$ cat config.mk
export PLATFORM = sky130hd
export DESIGN_NAME = xtrig_iface
export DESIGN_NICKNAME = d
export VERILOG_FILES = /design/src/rtl/xtrig_pkg.sv /design/src/rtl/xtrig_regs.sv /design/src/rtl/xtrig_map.sv /design/src/rtl/xtrig_outstage.sv /design/src/rtl/xtrig_iface.sv
export SDC_FILE = /design/constraint.sdc
export NUM_CORES = 1
export LEC_CHECK = 0
export ABC_AREA = 1
export BUFFER_PORTS_ARGS = -buffer_cell sky130_fd_sc_hd__buf_2
export CORE_MARGIN = 2
export CORE_UTILIZATION = 30
export CTS_CLUSTER_DIAMETER = 100
export DETAILED_ROUTE_END_ITERATION = 8
export SLEW_MARGIN = 20
export SYNTH_ARGS = -nofsm -noshare
export SYNTH_HDL_FRONTEND = slang
export SYNTH_SLANG_ARGS = --single-unit
export TNS_END_PERCENT = 100
$ cat constraint.sdc
create_clock -name clk -period 4.11 [get_ports clk]
set_clock_uncertainty 0.1 [all_clocks]
set_input_delay 0.2055 -clock clk [delete_from_list [all_inputs] [get_ports clk]]
set_output_delay 0.2055 -clock clk [all_outputs]
set_load 0.02 [all_outputs]
$ cat src/rtl/xtrig_pkg.sv
package xtrig_pkg;

  localparam int REG_AW = 7;
  localparam int REG_DW = 32;

  localparam logic [REG_AW-1:0] RA_CTRL   = 7'd0;
  localparam logic [REG_AW-1:0] RA_ACK    = 7'd1;
  localparam logic [REG_AW-1:0] RA_APP    = 7'd2;
  localparam logic [REG_AW-1:0] RA_TSTAT  = 7'd3;
  localparam logic [REG_AW-1:0] RA_CSTAT  = 7'd4;
  localparam logic [REG_AW-1:0] RA_ID     = 7'd5;
  localparam logic [REG_AW-1:0] RA_INMAP  = 7'd32;
  localparam logic [REG_AW-1:0] RA_OUTMAP = 7'd64;

  localparam int CTRL_EN_BIT  = 0;
  localparam int CTRL_LVL_BIT = 1;
  localparam int ACK_HALT_BIT = 0;
  localparam int ACK_IRQ_BIT  = 2;

  typedef enum logic [2:0] {
    TK_HALT,
    TK_RESTART,
    TK_IRQ,
    TK_RESERVED,
    TK_SELFCLR
  } trig_kind_e;

  typedef struct packed {
    logic irq_level;
    logic en;
  } ctrl_t;

  // Role of each output trigger slot; slots past the architected set self-clear.
  function automatic trig_kind_e trig_kind(input int idx);
    case (idx)
      0:       return TK_HALT;
      1:       return TK_RESTART;
      2:       return TK_IRQ;
      3:       return TK_RESERVED;
      default: return TK_SELFCLR;
    endcase
  endfunction

endpackage

$ cat src/rtl/xtrig_regs.sv
module xtrig_regs
  import xtrig_pkg::*;
#(
  parameter int NUM_TRIG = 8,
  parameter int NUM_CH   = 4
) (
  input  logic                             clk,
  input  logic                             rst_n,
  input  logic                             wr_en,
  input  logic [REG_AW-1:0]                wr_addr,
  input  logic [REG_DW-1:0]                wr_data,
  input  logic [REG_AW-1:0]                rd_addr,
  output logic [REG_DW-1:0]                rd_data,
  input  logic [NUM_TRIG-1:0]              trig_live,
  input  logic [NUM_CH-1:0]                ch_live,
  output ctrl_t                            ctrl,
  output logic                             ack_halt,
  output logic                             ack_irq,
  output logic [NUM_CH-1:0]                app_pulse,
  output logic [NUM_TRIG-1:0][NUM_CH-1:0]  in_map,
  output logic [NUM_TRIG-1:0][NUM_CH-1:0]  out_map
);

  localparam int ID_W = 6;

  ctrl_t ctrl_q;
  ctrl_t ctrl_d;
  logic  ctrl_we;
  logic  ack_sel;
  logic  app_sel;
  logic  unused_wr_data;

  assign ctrl_we  = wr_en && (wr_addr == RA_CTRL);
  assign ack_sel  = wr_en && (wr_addr == RA_ACK);
  assign app_sel  = wr_en && (wr_addr == RA_APP);

  assign ack_halt  = ack_sel && wr_data[ACK_HALT_BIT];
  assign ack_irq   = ack_sel && wr_data[ACK_IRQ_BIT];
  assign app_pulse = app_sel ? wr_data[NUM_CH-1:0] : '0;
  assign unused_wr_data = ^wr_data;

  // Control word next state
  always_comb begin
    ctrl_d           = ctrl_q;
    ctrl_d.en        = wr_data[CTRL_EN_BIT];
    ctrl_d.irq_level = wr_data[CTRL_LVL_BIT];
  end

  always_ff @(posedge clk or negedge rst_n) begin
    if (!rst_n) begin
      ctrl_q <= '0;
    end else if (ctrl_we) begin
      ctrl_q <= ctrl_d;
    end
  end

  assign ctrl = ctrl_q;

  // One input-map row and one output-map row per trigger
  for (genvar t = 0; t < NUM_TRIG; t++) begin : g_row
    logic              in_we;
    logic              out_we;
    logic [NUM_CH-1:0] in_q;
    logic [NUM_CH-1:0] out_q;
    logic [NUM_CH-1:0] row_d;

    assign in_we  = wr_en && (wr_addr == REG_AW'(int'(RA_INMAP) + t));
    assign out_we = wr_en && (wr_addr == REG_AW'(int'(RA_OUTMAP) + t));
    assign row_d  = wr_data[NUM_CH-1:0];

    always_ff @(posedge clk or negedge rst_n) begin
      if (!rst_n) begin
        in_q <= '0;
      end else if (in_we) begin
        in_q <= row_d;
      end
    end

    always_ff @(posedge clk or negedge rst_n) begin
      if (!rst_n) begin
        out_q <= '0;
      end else if (out_we) begin
        out_q <= row_d;
      end
    end

    assign in_map[t]  = in_q;
    assign out_map[t] = out_q;
  end

  // Read multiplexer
  always_comb begin
    rd_data = '0;
    case (rd_addr)
      RA_CTRL: begin
        rd_data[CTRL_EN_BIT]  = ctrl_q.en;
        rd_data[CTRL_LVL_BIT] = ctrl_q.irq_level;
      end
      RA_TSTAT: rd_data[NUM_TRIG-1:0] = trig_live;
      RA_CSTAT: rd_data[NUM_CH-1:0]   = ch_live;
      RA_ID: begin
        rd_data[ID_W-1:0]   = ID_W'(NUM_CH);
        rd_data[ID_W+7:8]   = ID_W'(NUM_TRIG);
      end
      default: ;
    endcase
    for (int t = 0; t < NUM_TRIG; t++) begin
      if (rd_addr == REG_AW'(int'(RA_INMAP) + t)) begin
        rd_data[NUM_CH-1:0] = in_map[t];
      end
      if (rd_addr == REG_AW'(int'(RA_OUTMAP) + t)) begin
        rd_data[NUM_CH-1:0] = out_map[t];
      end
    end
  end

endmodule

$ cat src/rtl/xtrig_map.sv
module xtrig_map #(
  parameter int NUM_TRIG = 8,
  parameter int NUM_CH   = 4
) (
  input  logic                             glb_en,
  input  logic [NUM_TRIG-1:0]              trig_in,
  input  logic [NUM_CH-1:0]                ch_in,
  input  logic [NUM_CH-1:0]                app_pulse,
  input  logic [NUM_TRIG-1:0][NUM_CH-1:0]  in_map,
  input  logic [NUM_TRIG-1:0][NUM_CH-1:0]  out_map,
  output logic [NUM_CH-1:0]                local_ch,
  output logic [NUM_TRIG-1:0]              trig_raw
);

  logic [NUM_CH-1:0] gathered;
  logic [NUM_CH-1:0] chan_evt;

  // Triggers onto channels
  always_comb begin
    gathered = app_pulse;
    for (int i = 0; i < NUM_TRIG; i++) begin
      for (int c = 0; c < NUM_CH; c++) begin
        gathered[c] = gathered[c] | (trig_in[i] & in_map[i][c]);
      end
    end
    local_ch = glb_en ? gathered : '0;
  end

  // Channels seen by the output side: fabric plus own contribution
  assign chan_evt = ch_in | local_ch;

  // Channels onto triggers
  always_comb begin
    for (int j = 0; j < NUM_TRIG; j++) begin
      trig_raw[j] = glb_en & (|(chan_evt & out_map[j]));
    end
  end

endmodule

$ cat src/rtl/xtrig_outstage.sv
module xtrig_outstage
  import xtrig_pkg::*;
#(
  parameter int NUM_TRIG = 8
) (
  input  logic                clk,
  input  logic                rst_n,
  input  logic [NUM_TRIG-1:0] trig_raw,
  input  logic                core_halted,
  input  logic                ack_halt,
  input  logic                ack_irq,
  input  logic                irq_level,
  output logic [NUM_TRIG-1:0] trig_out
);

  for (genvar j = 0; j < NUM_TRIG; j++) begin : g_slot
    logic slot_q;
    logic slot_d;

    if (trig_kind(j) == TK_HALT) begin : g_halt
      // sticky; a new event beats a same-cycle acknowledge
      always_comb slot_d = (slot_q & ~ack_halt) | trig_raw[j];
    end else if (trig_kind(j) == TK_RESTART) begin : g_restart
      // delivered only to a halted core, never held
      always_comb slot_d = trig_raw[j] & core_halted;
    end else if (trig_kind(j) == TK_IRQ) begin : g_irq
      always_comb begin
        if (irq_level) begin
          slot_d = (slot_q & ~ack_irq) | trig_raw[j];
        end else begin
          slot_d = trig_raw[j];
        end
      end
    end else if (trig_kind(j) == TK_RESERVED) begin : g_rsvd
      logic unused_raw;
      assign unused_raw = trig_raw[j];
      always_comb slot_d = 1'b0;
    end else begin : g_selfclr
      always_comb slot_d = trig_raw[j];
    end

    always_ff @(posedge clk or negedge rst_n) begin
      if (!rst_n) begin
        slot_q <= 1'b0;
      end else begin
        slot_q <= slot_d;
      end
    end

    assign trig_out[j] = slot_q;
  end

endmodule

$ cat src/rtl/xtrig_iface.sv
module xtrig_iface
  import xtrig_pkg::*;
#(
  parameter int NUM_TRIG = 8,
  parameter int NUM_CH   = 4
) (
  input  logic                clk,
  input  logic                rst_n,
  input  logic [NUM_TRIG-1:0] trig_in,
  input  logic                core_halted,
  input  logic [NUM_CH-1:0]   ch_in,
  output logic [NUM_TRIG-1:0] trig_out,
  output logic [NUM_CH-1:0]   ch_out,
  input  logic                wr_en,
  input  logic [6:0]          wr_addr,
  input  logic [31:0]         wr_data,
  input  logic [6:0]          rd_addr,
  output logic [31:0]         rd_data
);

  ctrl_t                            ctrl;
  logic                             glb_en;
  logic                             irq_level;
  logic                             ack_halt;
  logic                             ack_irq;
  logic [NUM_CH-1:0]                app_pulse;
  logic [NUM_TRIG-1:0][NUM_CH-1:0]  in_map;
  logic [NUM_TRIG-1:0][NUM_CH-1:0]  out_map;
  logic [NUM_CH-1:0]                local_ch;
  logic [NUM_TRIG-1:0]              trig_raw;
  logic [NUM_CH-1:0]                ch_q;

  assign glb_en    = ctrl.en;
  assign irq_level = ctrl.irq_level;

  xtrig_regs #(.NUM_TRIG(NUM_TRIG), .NUM_CH(NUM_CH)) u_regs (
    .clk       (clk),
    .rst_n     (rst_n),
    .wr_en     (wr_en),
    .wr_addr   (wr_addr),
    .wr_data   (wr_data),
    .rd_addr   (rd_addr),
    .rd_data   (rd_data),
    .trig_live (trig_in),
    .ch_live   (ch_in),
    .ctrl      (ctrl),
    .ack_halt  (ack_halt),
    .ack_irq   (ack_irq),
    .app_pulse (app_pulse),
    .in_map    (in_map),
    .out_map   (out_map)
  );

  xtrig_map #(.NUM_TRIG(NUM_TRIG), .NUM_CH(NUM_CH)) u_map (
    .glb_en    (glb_en),
    .trig_in   (trig_in),
    .ch_in     (ch_in),
    .app_pulse (app_pulse),
    .in_map    (in_map),
    .out_map   (out_map),
    .local_ch  (local_ch),
    .trig_raw  (trig_raw)
  );

  xtrig_outstage #(.NUM_TRIG(NUM_TRIG)) u_out (
    .clk         (clk),
    .rst_n       (rst_n),
    .trig_raw    (trig_raw),
    .core_halted (core_halted),
    .ack_halt    (ack_halt),
    .ack_irq     (ack_irq),
    .irq_level   (irq_level),
    .trig_out    (trig_out)
  );

  // Channel outputs registered toward the fabric
  always_ff @(posedge clk or negedge rst_n) begin
    if (!rst_n) begin
      ch_q <= '0;
    end else begin
      ch_q <= local_ch;
    end
  end

  assign ch_out = ch_q;

endmodule

==> results.tsv <==
metric	value	unit
status	complete, no violations	
worst_hold_path.num_cells	3	
slew_headroom	39.9	%
critPathCaptureType	primary output	
grt.total_usage	17.5	%
yosysMostFrequentCell	nand2_1	
synth-main-ff-cell	dfrtp_1	
cts_root_buffer	clkbuf_16	
post-route-util	35.5	%
cpLargestDelayFamily	simple AND/OR/NAND/NOR gates	
rsz0062_at_grt	false	
combPwrFrac	12.2	%
postCtsSetupRepairBufs	0	
syn2layout_area_growth	16.0	%
ant_nets	0	
cts.repair.resized	0	
die_area	15800	µm²
start_util	30.6	%
first_global_vias	3800	
syn_area	4430	µm²
gp_congestion	0.948	
worstMarginPinSlew	0.879	ns
yosysTopAreaCell	dfrtp_1	
vias_per_cell	4.73	
crit_arrival	2.22	ns
yosysSeqAreaShare	43.5	%
hold-path-endpoint	u_out.g_slot[1].slot_q	
drv_cap	0	
drcViolationCount	0	
via_count	4053	
fp-row-count	44	
cts_buffers	9	
max_freq	396	MHz
layout.nets	729	
grt_overflow	0	
synth_area_leaders	dfrtp_1 43%, nand2_1 19%, o21ai_0 8.5%	
drt_iter0_markers	307	
fin_crit	2.52	ns
synth.top_cell.area_share	43.5	%
cp.required	3.80	ns
max_stage_delay	0.49	ns
core-area	14500	µm²
h-tree-depth	3	
wl_per_cell	15.9	µm
synthTopCellsByCount	219 x nand2_1, 77 x dfrtp_1, 75 x o21ai_0	
port_buffers	53	
fin_crit_sh	61.4	%
start_kind	flip-flop	
synth_edf_count	0	
syn_area_per_cell	7.22	µm²
internal_power	0.00150	W
async_reset_ff_share	100	%
grt_max_degree	78	
crit_path_top_delay_cell	dfrtp_1	
io_pins	106	
hold_start	core_halted	
synth_warnings	0	
crit_fanout	9	
hold_path.class	in2reg	
cp_cell_sequence	inv_1 -> nor3_1 -> nor2_1 -> nand3_1 -> nand2_1 -> nand4_1 -> nand2_1 -> nand3_1 -> nand2_1 -> nand4_1 -> nand2_1 -> nand3_1 -> buf_2	
yosysUniqueCellTypes	32	
crit_type	reg2out	
final_hold_viol_count	0	
r2r_slack	1.70	ns
n_antenna_cell	0	
antenna_found_initial	0	
syn_inst	614	
cts_num_sinks	77	
cts_tree	built	
cp_common_cell	nand2_1	
tns	0	ns
place_hpwl	10400	µm
sequentialPowerShare	42.6	%
cts_hold_buf	1	
switching_share	27.0	%
dieWidth	126	µm
clkLatencyLatePin	0.34	ns
grt_pass1_wl	21100	µm
clkSlewWorstSetupHoldPaths	0.06	ns
ys_ff_latch	77	
p_clk_share	45.1	%
path_buf_inv	2	
cts_buffer_depth	2	
rr_worst_depth	12	
maxSlewViolCount	0	
rr_startpoint	u_regs.g_row[5].in_q[0]	
drive_above_1_share	16.1	%
r2r_end	u_out.g_slot[0].slot_q	
ir_drop	0.210	mV
wl	13600	µm
p_leak	2.45	nW
die_height	126	µm
finalSetupViolations	0	
dr.pass1.iters	5	
switchingPower	0.000558	W
power_per_cell_area	401	nW/µm²
[cell type report]
type	instances	area, µm²
inverter	75	282
clock inverter	6	110
sequential	77	1930
tap	184	230
fill	1588	9330
timing repair buffer	55	298
clock buffer	10	239
multi-input combinational	449	2060
[registers in the layout, summed over array words and instances (netlist names)]
signal / cells
u_out.g_slot.slot_q: 7
u_regs.ctrl: 2
u_regs.g_row.out_q: 32
u_regs.g_row.in_q: 32
ch_out: 4
[power groups by stage]
| stage | Combinational [W] | Clock [W] | Sequential [W] |
|---|---|---|---|
| after floorplan | 0.000176 | 0 | 0.000867 |
| after global placement | 0.000246 | 0 | 0.000888 |
| after detailed placement | 0.000250 | 0 | 0.000889 |
| after CTS | 0.000252 | 0.000942 | 0.000877 |
| after global routing | 0.000284 | 0.000969 | 0.000886 |
| final | 0.000252 | 0.000931 | 0.000879 |
[how the worst max path moves through the flow]
| stage | start | to | slack [ns] | depth (start not counted) |
|---|---|---|---|---|
| floorplan | u_regs.ctrl[0] | rd_data[0] | 2.38 | 13 |
| global route | u_regs.ctrl[0] | rd_data[0] | 1.41 | 13 |
| global placement | rd_addr[4] | rd_data[2] | 1.80 | 17 |
| detailed placement | rd_addr[4] | rd_data[2] | 1.80 | 17 |
| CTS | u_regs.ctrl[0] | rd_data[0] | 1.59 | 13 |
| finish | u_regs.ctrl[0] | rd_data[0] | 1.59 | 13 |
[metrics by stage]
stage / hold WS, ns / cells / power, W / setup WS [ns] / instance area (µm²)
2_1_floorplan: -0.190 / 637 / 0.00104 / 2.38 / 4520
3_3_place_gp: 0.333 / 838 / 0.00113 / 1.80 / 4770
3_5_place_dp: 0.339 / 838 / 0.00114 / 1.80 / 4770
4_1_cts: 0.0240 / 855 / 0.00207 / 1.59 / 5120
5_1_grt: 0.0420 / 856 / 0.00214 / 1.41 / 5140
6_report: 0.0243 / 856 / 0.00206 / 1.59 / 5140
[tightest hold or removal path: stages]
cell     delay [ns]
buf_2          0.10
nand2_1        0.07
a41oi_2        0.04
[routing by layer]
| layer | GRT usage [%] | vias up | routed length [µm] |
|---|---|---|---|
| li1 | - | 2021 | - |
| met1 | 25.2 | 1899 | 6520 |
| met2 | 26.9 | 120 | 6220 |
| met3 | 2.48 | 13 | 661 |
| met4 | 6.01 | 0 | 212 |
| met5 | 0 | - | 0 |
[cell usage in the layout (no fill, tap or decap), drive strengths merged]
master       instances
buf                 54
nor4                 2
a22o                 3
o21ai               78
bufinv               3
nand2              220
conb                24
inv                 74
a211oi               2
a21oi                3
clkinv               2
dfrtp               77
and2                 1
nor3                12
nand4               14
nand3               33
or2                  3
clkinvlp             2
nor2                45
dlygate4sd3          1
o22ai                3
clkbuf              10
a41oi                4
a2111oi              1
o211ai               1
[cell families after synthesis]
| group | synth area share (%) |
|---|---|
| flip-flops | 43.5 |
| other | 0.0846 |
| AND/OR/NAND/NOR | 32.1 |
| AO/OA/AOI/OAI | 12.3 |
| buffers and inverters | 12.0 |
No activity file was read; power rests on OpenSTA's default activity.
